--- config.mk ---
export PLATFORM = sky130hd
export DESIGN_NAME = tss_search
export DESIGN_NICKNAME = d
export VERILOG_FILES = /design/src/rtl/tss_pkg.sv /design/src/rtl/tss_ctrl.sv /design/src/rtl/tss_datapath.sv /design/src/rtl/tss_search.sv
export SDC_FILE = /design/constraint.sdc
export NUM_CORES = 1
export LEC_CHECK = 0
export BUFFER_PORTS_ARGS = -buffer_cell sky130_fd_sc_hd__buf_2
export CAP_MARGIN = 20
export CORE_UTILIZATION = 29
export DETAILED_ROUTE_END_ITERATION = 6
export GPL_ROUTABILITY_DRIVEN = 0
export GPL_TIMING_DRIVEN = 0
export HOLD_SLACK_MARGIN = 0.12
export RECOVER_POWER = 50
export SLEW_MARGIN = 20
export SYNTH_ARGS = -nofsm -noshare
export SYNTH_HDL_FRONTEND = slang
export SYNTH_SLANG_ARGS = --single-unit
export TNS_END_PERCENT = 50
--- constraint.sdc ---
create_clock -name clk -period 8.1 [get_ports clk]
set_input_delay 0.81 -clock clk [delete_from_list [all_inputs] [get_ports clk]]
set_output_delay 0.81 -clock clk [all_outputs]
set_load 0.05 [all_outputs]
--- src/rtl/tss_pkg.sv ---
package tss_pkg;
  localparam int NUM_STEPS = 3;
  localparam int STEP0     = 1 << (NUM_STEPS - 1);
  localparam int LAST_IDX  = 8;

  typedef enum logic [1:0] {S_IDLE, S_ASK, S_STEPEND, S_FIN} state_t;

  typedef struct packed {
    logic clear;     // begin a new search at (0,0)
    logic take;      // a cost arrived for the shown candidate
    logic first;     // shown candidate is the very first of the search
    logic recentre;  // move the centre onto the step winner
  } dpCtl_t;

  // Unit grid offset of candidate slot k (slot 0 is the centre).
  function automatic int offX(input logic [3:0] k);
    case (k)
      4'd1, 4'd4, 4'd6: offX = -1;
      4'd3, 4'd5, 4'd8: offX = 1;
      default:          offX = 0;
    endcase
  endfunction

  function automatic int offY(input logic [3:0] k);
    case (k)
      4'd1, 4'd2, 4'd3: offY = -1;
      4'd6, 4'd7, 4'd8: offY = 1;
      default:          offY = 0;
    endcase
  endfunction
endpackage

--- src/rtl/tss_ctrl.sv ---
module tss_ctrl
  import tss_pkg::*;
(
  input  logic       clk,
  input  logic       rstN,
  input  logic       start,
  input  logic       costValid,
  input  logic       inWin,
  output logic       candValid,
  output logic       done,
  output logic [3:0] idx,
  output logic [1:0] stepIdx,
  output dpCtl_t     ctl
);
  state_t state;
  logic   lastStep;

  assign lastStep = (stepIdx == 2'(NUM_STEPS - 1));

  always_ff @(posedge clk) begin
    if (!rstN) begin
      state   <= S_IDLE;
      idx     <= '0;
      stepIdx <= '0;
    end else begin
      case (state)
        S_IDLE: if (start) begin
          idx     <= '0;
          stepIdx <= '0;
          state   <= S_ASK;
        end
        S_ASK: if (!inWin || costValid) begin
          if (idx == 4'(LAST_IDX)) state <= S_STEPEND;
          else                     idx   <= idx + 4'd1;
        end
        S_STEPEND: begin
          if (lastStep) state <= S_FIN;
          else begin
            stepIdx <= stepIdx + 2'd1;
            idx     <= 4'd1;
            state   <= S_ASK;
          end
        end
        default: state <= S_IDLE;
      endcase
    end
  end

  always_comb begin
    candValid    = (state == S_ASK) && inWin;
    done         = (state == S_FIN);
    ctl.clear    = (state == S_IDLE) && start;
    ctl.take     = (state == S_ASK) && inWin && costValid;
    ctl.first    = (idx == 4'd0);
    ctl.recentre = (state == S_STEPEND) && !lastStep;
  end
endmodule

--- src/rtl/tss_datapath.sv ---
module tss_datapath
  import tss_pkg::*;
#(
  parameter int RANGE = 7,
  parameter int SAD_W = 16,
  parameter int MV_W  = 5
) (
  input  logic                    clk,
  input  logic                    rstN,
  input  dpCtl_t                  ctl,
  input  logic [3:0]              idx,
  input  logic [1:0]              stepIdx,
  input  logic [SAD_W-1:0]        cost,
  output logic signed [MV_W-1:0]  candU,
  output logic signed [MV_W-1:0]  candV,
  output logic                    inWin,
  output logic signed [MV_W-1:0]  bestX,
  output logic signed [MV_W-1:0]  bestY,
  output logic [SAD_W-1:0]        bestCost
);
  logic signed [MV_W-1:0] centreX, centreY;
  int candUi, candVi, stepLen;

  always_comb begin
    stepLen = STEP0 >> stepIdx;
    candUi  = int'(centreX) + offX(idx) * stepLen;
    candVi  = int'(centreY) + offY(idx) * stepLen;
    inWin   = (candUi >= -RANGE) && (candUi <= RANGE) &&
              (candVi >= -RANGE) && (candVi <= RANGE);
    candU   = candUi[MV_W-1:0];
    candV   = candVi[MV_W-1:0];
  end

  always_ff @(posedge clk) begin
    if (!rstN || ctl.clear) begin
      centreX  <= '0;
      centreY  <= '0;
      bestX    <= '0;
      bestY    <= '0;
      bestCost <= '0;
    end else begin
      if (ctl.take && (ctl.first || cost < bestCost)) begin
        bestX    <= candU;
        bestY    <= candV;
        bestCost <= cost;
      end
      if (ctl.recentre) begin
        centreX <= bestX;
        centreY <= bestY;
      end
    end
  end
endmodule

--- src/rtl/tss_search.sv ---
module tss_search
  import tss_pkg::*;
#(
  parameter int RANGE = 7,
  parameter int SAD_W = 16,
  parameter int MV_W  = $clog2(RANGE + STEP0 + 1) + 1
) (
  input  logic                    clk,
  input  logic                    rstN,
  input  logic                    start,
  output logic                    candValid,
  output logic signed [MV_W-1:0]  candU,
  output logic signed [MV_W-1:0]  candV,
  input  logic                    costValid,
  input  logic [SAD_W-1:0]        cost,
  output logic                    done,
  output logic signed [MV_W-1:0]  mvX,
  output logic signed [MV_W-1:0]  mvY,
  output logic [SAD_W-1:0]        minSad
);
  dpCtl_t     ctl;
  logic [3:0] idx;
  logic [1:0] stepIdx;
  logic       inWin;

  tss_ctrl u_ctrl (
    .clk(clk), .rstN(rstN), .start(start), .costValid(costValid),
    .inWin(inWin), .candValid(candValid), .done(done),
    .idx(idx), .stepIdx(stepIdx), .ctl(ctl)
  );

  tss_datapath #(.RANGE(RANGE), .SAD_W(SAD_W), .MV_W(MV_W)) u_dp (
    .clk(clk), .rstN(rstN), .ctl(ctl), .idx(idx), .stepIdx(stepIdx),
    .cost(cost), .candU(candU), .candV(candV), .inWin(inWin),
    .bestX(mvX), .bestY(mvY), .bestCost(minSad)
  );
endmodule

Word level (Yosys, flattened, before mapping)
Index checks and enable logic that the tools add are counted.
W data, S select, Z words.
{ "word_totals": {"ff_bits": 44, "input_bits": 20} }
{ "classes": {"n_mul": 2, "eq_ne": 17, "shifts": 1, "addsub": 4, "n_lt_le_gt_ge": 5, "muxes": 15, "reduce_logical": 25} }
{ "op_table": {"columns": ["operator", "count"], "rows": [
  ["$pmux W32 S2", 2],
  ["$add A5 B32 Y32", 2],
  ["$ge A32 B4 Y1 const B", 2],
  ["$le A32 B4 Y1 const B", 2],
  ["$mul A32 B32 Y32", 2],
  ["$shr A3 B2 Y32 const A", 1],
  ["$eq A4 B3 Y1 const B", 4],
  ["$lt A16 B16 Y1", 1],
  ["$mux W4", 4],
  ["$mux W2", 6],
  ["$pmux W4 S3", 1],
  ["$reduce_or A3 Y1", 4],
  ["$eq A4 B2 Y1 const B", 2],
  ["$logic_and A1 B1 Y1", 8],
  ["$eq A2 B2 Y1 const B", 3],
  ["$ne A2 B2 Y1 const B", 3],
  ["$pmux W2 S3", 1],
  ["$reduce_and A3 Y1", 2],
  ["$reduce_and A5 Y1", 1],
  ["$add A4 B1 Y4 const B", 1],
  ["$eq A4 B1 Y1 const B", 1],
  ["$eq A4 B4 Y1 const B", 1],
  ["$logic_not A4 Y1", 1],
  ["$ne A2 B1 Y1 const B", 2],
  ["other kinds (8)", 12]
]} }

Logic depth before layout (Yosys ltp)
{ "logic_depth": {"depth_word": 13, "mapped_depth": 33, "depth_no_buf": 31} }

Cells and area by module
Synthesis repeated with hierarchy kept, for this count alone.
{ "hier_totals": {"hier_cells": 543, "hier_area_um2": 4405.5} }
{ "modules_own_cells": {"columns": ["mod", "cells_each", "area_per_inst_um2", "n_inst"], "rows": [
  ["tss_datapath", 469, 3798.6, 1],
  ["tss_ctrl", 74, 606.8, 1]
]} }

Worst setup path before layout
No wires, ideal clock.
{ "synth_path": {"kind": "register to output", "from": "register u_ctrl.idx[0]", "to": "output port candValid", "t_arrival_ns": 6.699, "slack_ns": 0.591, "stages_incl_launch_ff": 29, "path_cell_list": "dfxtp_1 > inv_1 > ha_1 > nor2_1 > a211oi_2 > nand2_1 > inv_1 > fa_1 > inv_1 > ha_1 > inv_1 > fa_1 > inv_1 > ha_1 > ha_1 > ha_1 > fa_1 > a21o_1 > a21oi_1 > inv_1 > ha_1 > or2_2 > ha_1 > nor4_1 > nand2_1 > nor4b_2 > and4_1 > o21ai_0 > a21oi_1"} }
{ "synth_via": {"elab_chain_len": 10, "elab_cells_between_ends": 26, "classes_between": "2 x add/sub; 2 x mul; 4 x order compare; 8 x eq/ne; 2 x mux; 8 x reduce/logical"} }
{ "synth_rtl": {"columns": ["element", "line_no", "rtl"], "rows": [
  ["from (decl)", "tss_ctrl.sv:11", "output logic [3:0] idx,"],
  ["from (signal assigned)", "tss_ctrl.sv:34", "else idx <= idx + 4'd1;"],
  ["$eq A4 B4 Y1 (tied with other cells)", "tss_pkg.sv:17, tss_pkg.sv:25", null],
  ["$reduce_or A3 Y1", "tss_pkg.sv:17", "case (k)"],
  ["$pmux W32 S2", "tss_pkg.sv:17", null],
  ["$mul A32 B32 Y32", "tss_datapath.sv:26", "candUi = int'(centreX) + offX(idx) * stepLen;"],
  ["$add A5 B32 Y32", "tss_datapath.sv:26", null],
  ["$ge A32 B4 Y1 / $le A32 B4 Y1 (equally long branches)", "tss_datapath.sv:28", "inWin = (candUi >= -RANGE) && (candUi <= RANGE) &&"],
  ["$logic_and A1 B1 Y1 (2 in a row)", "tss_datapath.sv:28", null],
  ["$logic_and A1 B1 Y1 (*)", "tss_datapath.sv:29", "(candVi >= -RANGE) && (candVi <= RANGE);"],
  ["$logic_and A1 B1 Y1 (*)", "tss_ctrl.sv:50", "candValid = (state == S_ASK) && inWin;"],
  ["to (decl)", "tss_search.sv:11", "output logic candValid,"]
]} }
Every way passes the cells marked *; elsewhere a longest branch is shown, timed or not.

Final worst setup path
Ends and elaborated chain as after synthesis.

==> metrics.md <==
| Metric | Value |
|---|---|
| Final Hold Vio Count | 0 |
| Status | complete, no violations |
| Switching Share | 40.7% |
| Initial antenna violation count | 0 |
| Dpl cell area | 5170 sq um |
| Post-synth net total | between 600 and 700 |
| Total Routing Usage GR | 13.1% |
| HP Class | reg -> reg |
| DRT Pass-1 Iters | 4 |
| # fillers | 1607 |
| Ys Warns | 0 |
| Clk sinks | 44 |
| Synth top area share | 24.4% |
| Setup TNS | 0 ns |
| Critical Path Source Type | register |
| Leak Pwr | 2.60 nW |
| Mapped Cells | between 500 and 600 |
| Slowest cell on the critical path | fa_1 |
| Via density | approximately 4.7 |
| Final-report max-slew violation count | 0 |
| Distinct cells, synth | 60 |
| Initial detailed-routing violation count | between 200 and 300 |
| Row Count | 45 |
| Pwr Total | 1.05 mW |
| CTS Buf Count | 5 |
| Total die area | ~16000 sq um |
| Max-cap violations | 0 |
| Sequential element share of the synthesized area | 19.1% |
| WL final | approximately 10 mm |
| Skew final | ~0.005 ns |
| Rel. slew slack | between 50% and 60% |
| First-pass GRT wire length | 17.4 mm |
| Vias in the first global route | 3760 |
| Netlist Area Pre-Place | 4620 sq um |
| Initial Utilization | between 30% and 40% |
| Final net count | 742 |
| CP Class | reg -> out |
| Overflow after GRT | 0 |
| Peak supply drop | ~0.13 mV |
| Share of cells above drive strength 1 | around a tenth |
| Share of power burned in the clock network | 24.8% |
| CP peak stage delay | approximately 0.54 ns |
| Synth cell count leaders | ha_1 (90), inv_1 (74), nand2_1 (51) |
| Clk_lat worst skew | 0.29 ns |
| Combinational share of power | 51.8% |
| CTS root buf | clkbuf_16 |
| Clock transition at the registers of the reported paths | 0.06 ns |
| Required @ worst endpoint | 7.29 ns |
| Syn_area_per_cell | about 8.4 sq um |
| Crit path max fanout | 5 |
| #FFs+latches synth | 44 |
| CP top delay family | adder cells |
| Fin crit period | 7.74 ns |
| Sequential share of power | 23.4% |
| Critical path endpoint category | primary output |
| Routed len/inst | 12.4 microns |
| Top cell by count, worst path | ha_1 |
| Most common cell in the netlist | ha_1 |
| Antenna violation net count after detailed routing | 0 |
| Pin count of the biggest net entering global routing | 16 |
| CTS max path bufs | 2 |
| Final Cycle Share | 95.6% |
| CP arrival | 6.93 ns |
| FMAX | roughly 130 MHz |
| Die X | 128 microns |
| Worst hold margin | about 0.45 ns |
| CTS tree | built |
| Slew @ Worst Pin | about 0.63 ns |
| CORE AREA | 15400 sq um |
| Pint | 0.620 mW |
| Die height | between 100 and 150 microns |
| RSZ-0062 raised after global routing | no |
| Area contributors post-synth | ha_1 (24%), dfxtp_1 (19%), fa_1 (6.9%) |
| Final count of negative-setup-slack endpoints | 0 |
| Main flop type after synthesis | dfxtp_1 |
| CTS H-tree depth | 2 |
| Final Cell Area | between 5000 and 6000 sq um |
| Via count | 3928 |
| Post-synth EDFFs | 0 |
| Ys async rst share | 0% |
| Power Density | 194 nW/um^2 |
| # IOs | 58 |
| Worst path bufs/invs | 4 |
| Largest area contributor in the netlist | ha_1 |
| PortBufs | 57 |
| Layout area overhead | 16.7% |
| DRC viols | 0 |
| Switching power | 0.425 mW |
| DP HPWL | 8.46 mm |
-- final timing paths --
check / from / to / slack (ns) / cells after the start
setup / recovery: u_ctrl.idx[0] / candValid / 0.36 / 25
hold / removal: u_dp.centreX[1] / u_dp.centreX[1] / 0.45 / 2
setup reg to reg: u_ctrl.idx[2] / u_dp.bestY[3] / 0.67 / 30
hold reg to reg: u_dp.centreX[1] / u_dp.centreX[1] / 0.45 / 2
-- power groups by stage --
stage                     combinational [mW]  sequential (mW)  clock [mW]
final                                  0.541            0.244       0.260
after detailed placement               0.530            0.248           0
after global routing                   0.598            0.247       0.274
after CTS                              0.532            0.244       0.266
after global placement                 0.528            0.249           0
after floorplan                        0.387            0.279           0
-- tightest hold or removal path: stages (launching register included) --
cell and delay (ns):
dfxtp_1 0.31, nand2_1 0.05, a21oi_1 0.05
-- flip-flops by register name (all words and copies together) (netlist names) --
register / flops
u_dp.bestY: 5
u_ctrl.idx: 4
u_dp.bestCost: 16
u_dp.centreX: 5
u_ctrl.state: 2
u_dp.bestX: 5
u_dp.centreY: 5
u_ctrl.stepIdx: 2
-- metrics by stage --
step	instances	util, %	setup slack (ns)
floorplan	551	-	0.591
global placement	819	33.7	0.355
detailed placement	819	33.7	0.349
CTS	826	34.9	0.0232
global route	827	35.1	0.0118
finish	828	35.1	0.358
-- cell type report --
class                   count  area, sq um  share of cell area, %
repair buffers             58          260                   4.82
clock inverters             2         60.1                   1.11
diodes                      1         2.50                 0.0464
flip-flops and latches     44          883                   16.4
clock buffers               5          125                   2.32
well taps                 211          264                   4.89
multi-input cells         418         3430                   63.5
plain buffers              14         92.6                   1.72
inverters                  75          282                   5.22
-- metal layers --
metal	vias up	wire length, microns	GRT usage (%)
met4	0	127	3.88
met3	9	646	2.84
met1	1778	4850	17.0
met2	98	4640	21.5
met5	-	0	0
li1	2043	-	-
-- placed cells by master, fill, tap and decap left out, types with 8 or more instances in the layout --
| master | synthesis | layout |
|---|---|---|
| mux2i_1 | 31 | 31 |
| a21o_1 | 8 | 8 |
| ha_1 | 90 | 87 |
| nand3_1 | 15 | 15 |
| nand2_1 | 51 | 51 |
| a21oi_1 | 28 | 27 |
| nand4_1 | 14 | 14 |
| inv_1 | 74 | 73 |
| clkbuf_1 | 10 | 39 |
| dfxtp_1 | 44 | 42 |
| o21ai_0 | 14 | 14 |
| fa_1 | 16 | 16 |
| nor3_1 | 10 | 9 |
| nor2_1 | 46 | 46 |
| buf_2 | 0 | 28 |
-- timing repair --
item                                    CTS  global route
endpoints found under the setup margin    1            20
hold endpoints to repair                  0             0
buffers inserted                          0             1
gates resized for setup                   1            17
pin swaps                                 0             1
hold buffers                              0             0
-- cells by family after synthesis --
kind of cell	Yosys count	synth area share [%]
flops	44	19.1
fa+ha+maj	106	31.3
mux	31	6.71
simple gates	186	20.5
compound gates	84	12.3
xor+xnor	11	2.08
buf+inv	89	8.09
No activity file was read; power rests on OpenSTA's default activity.
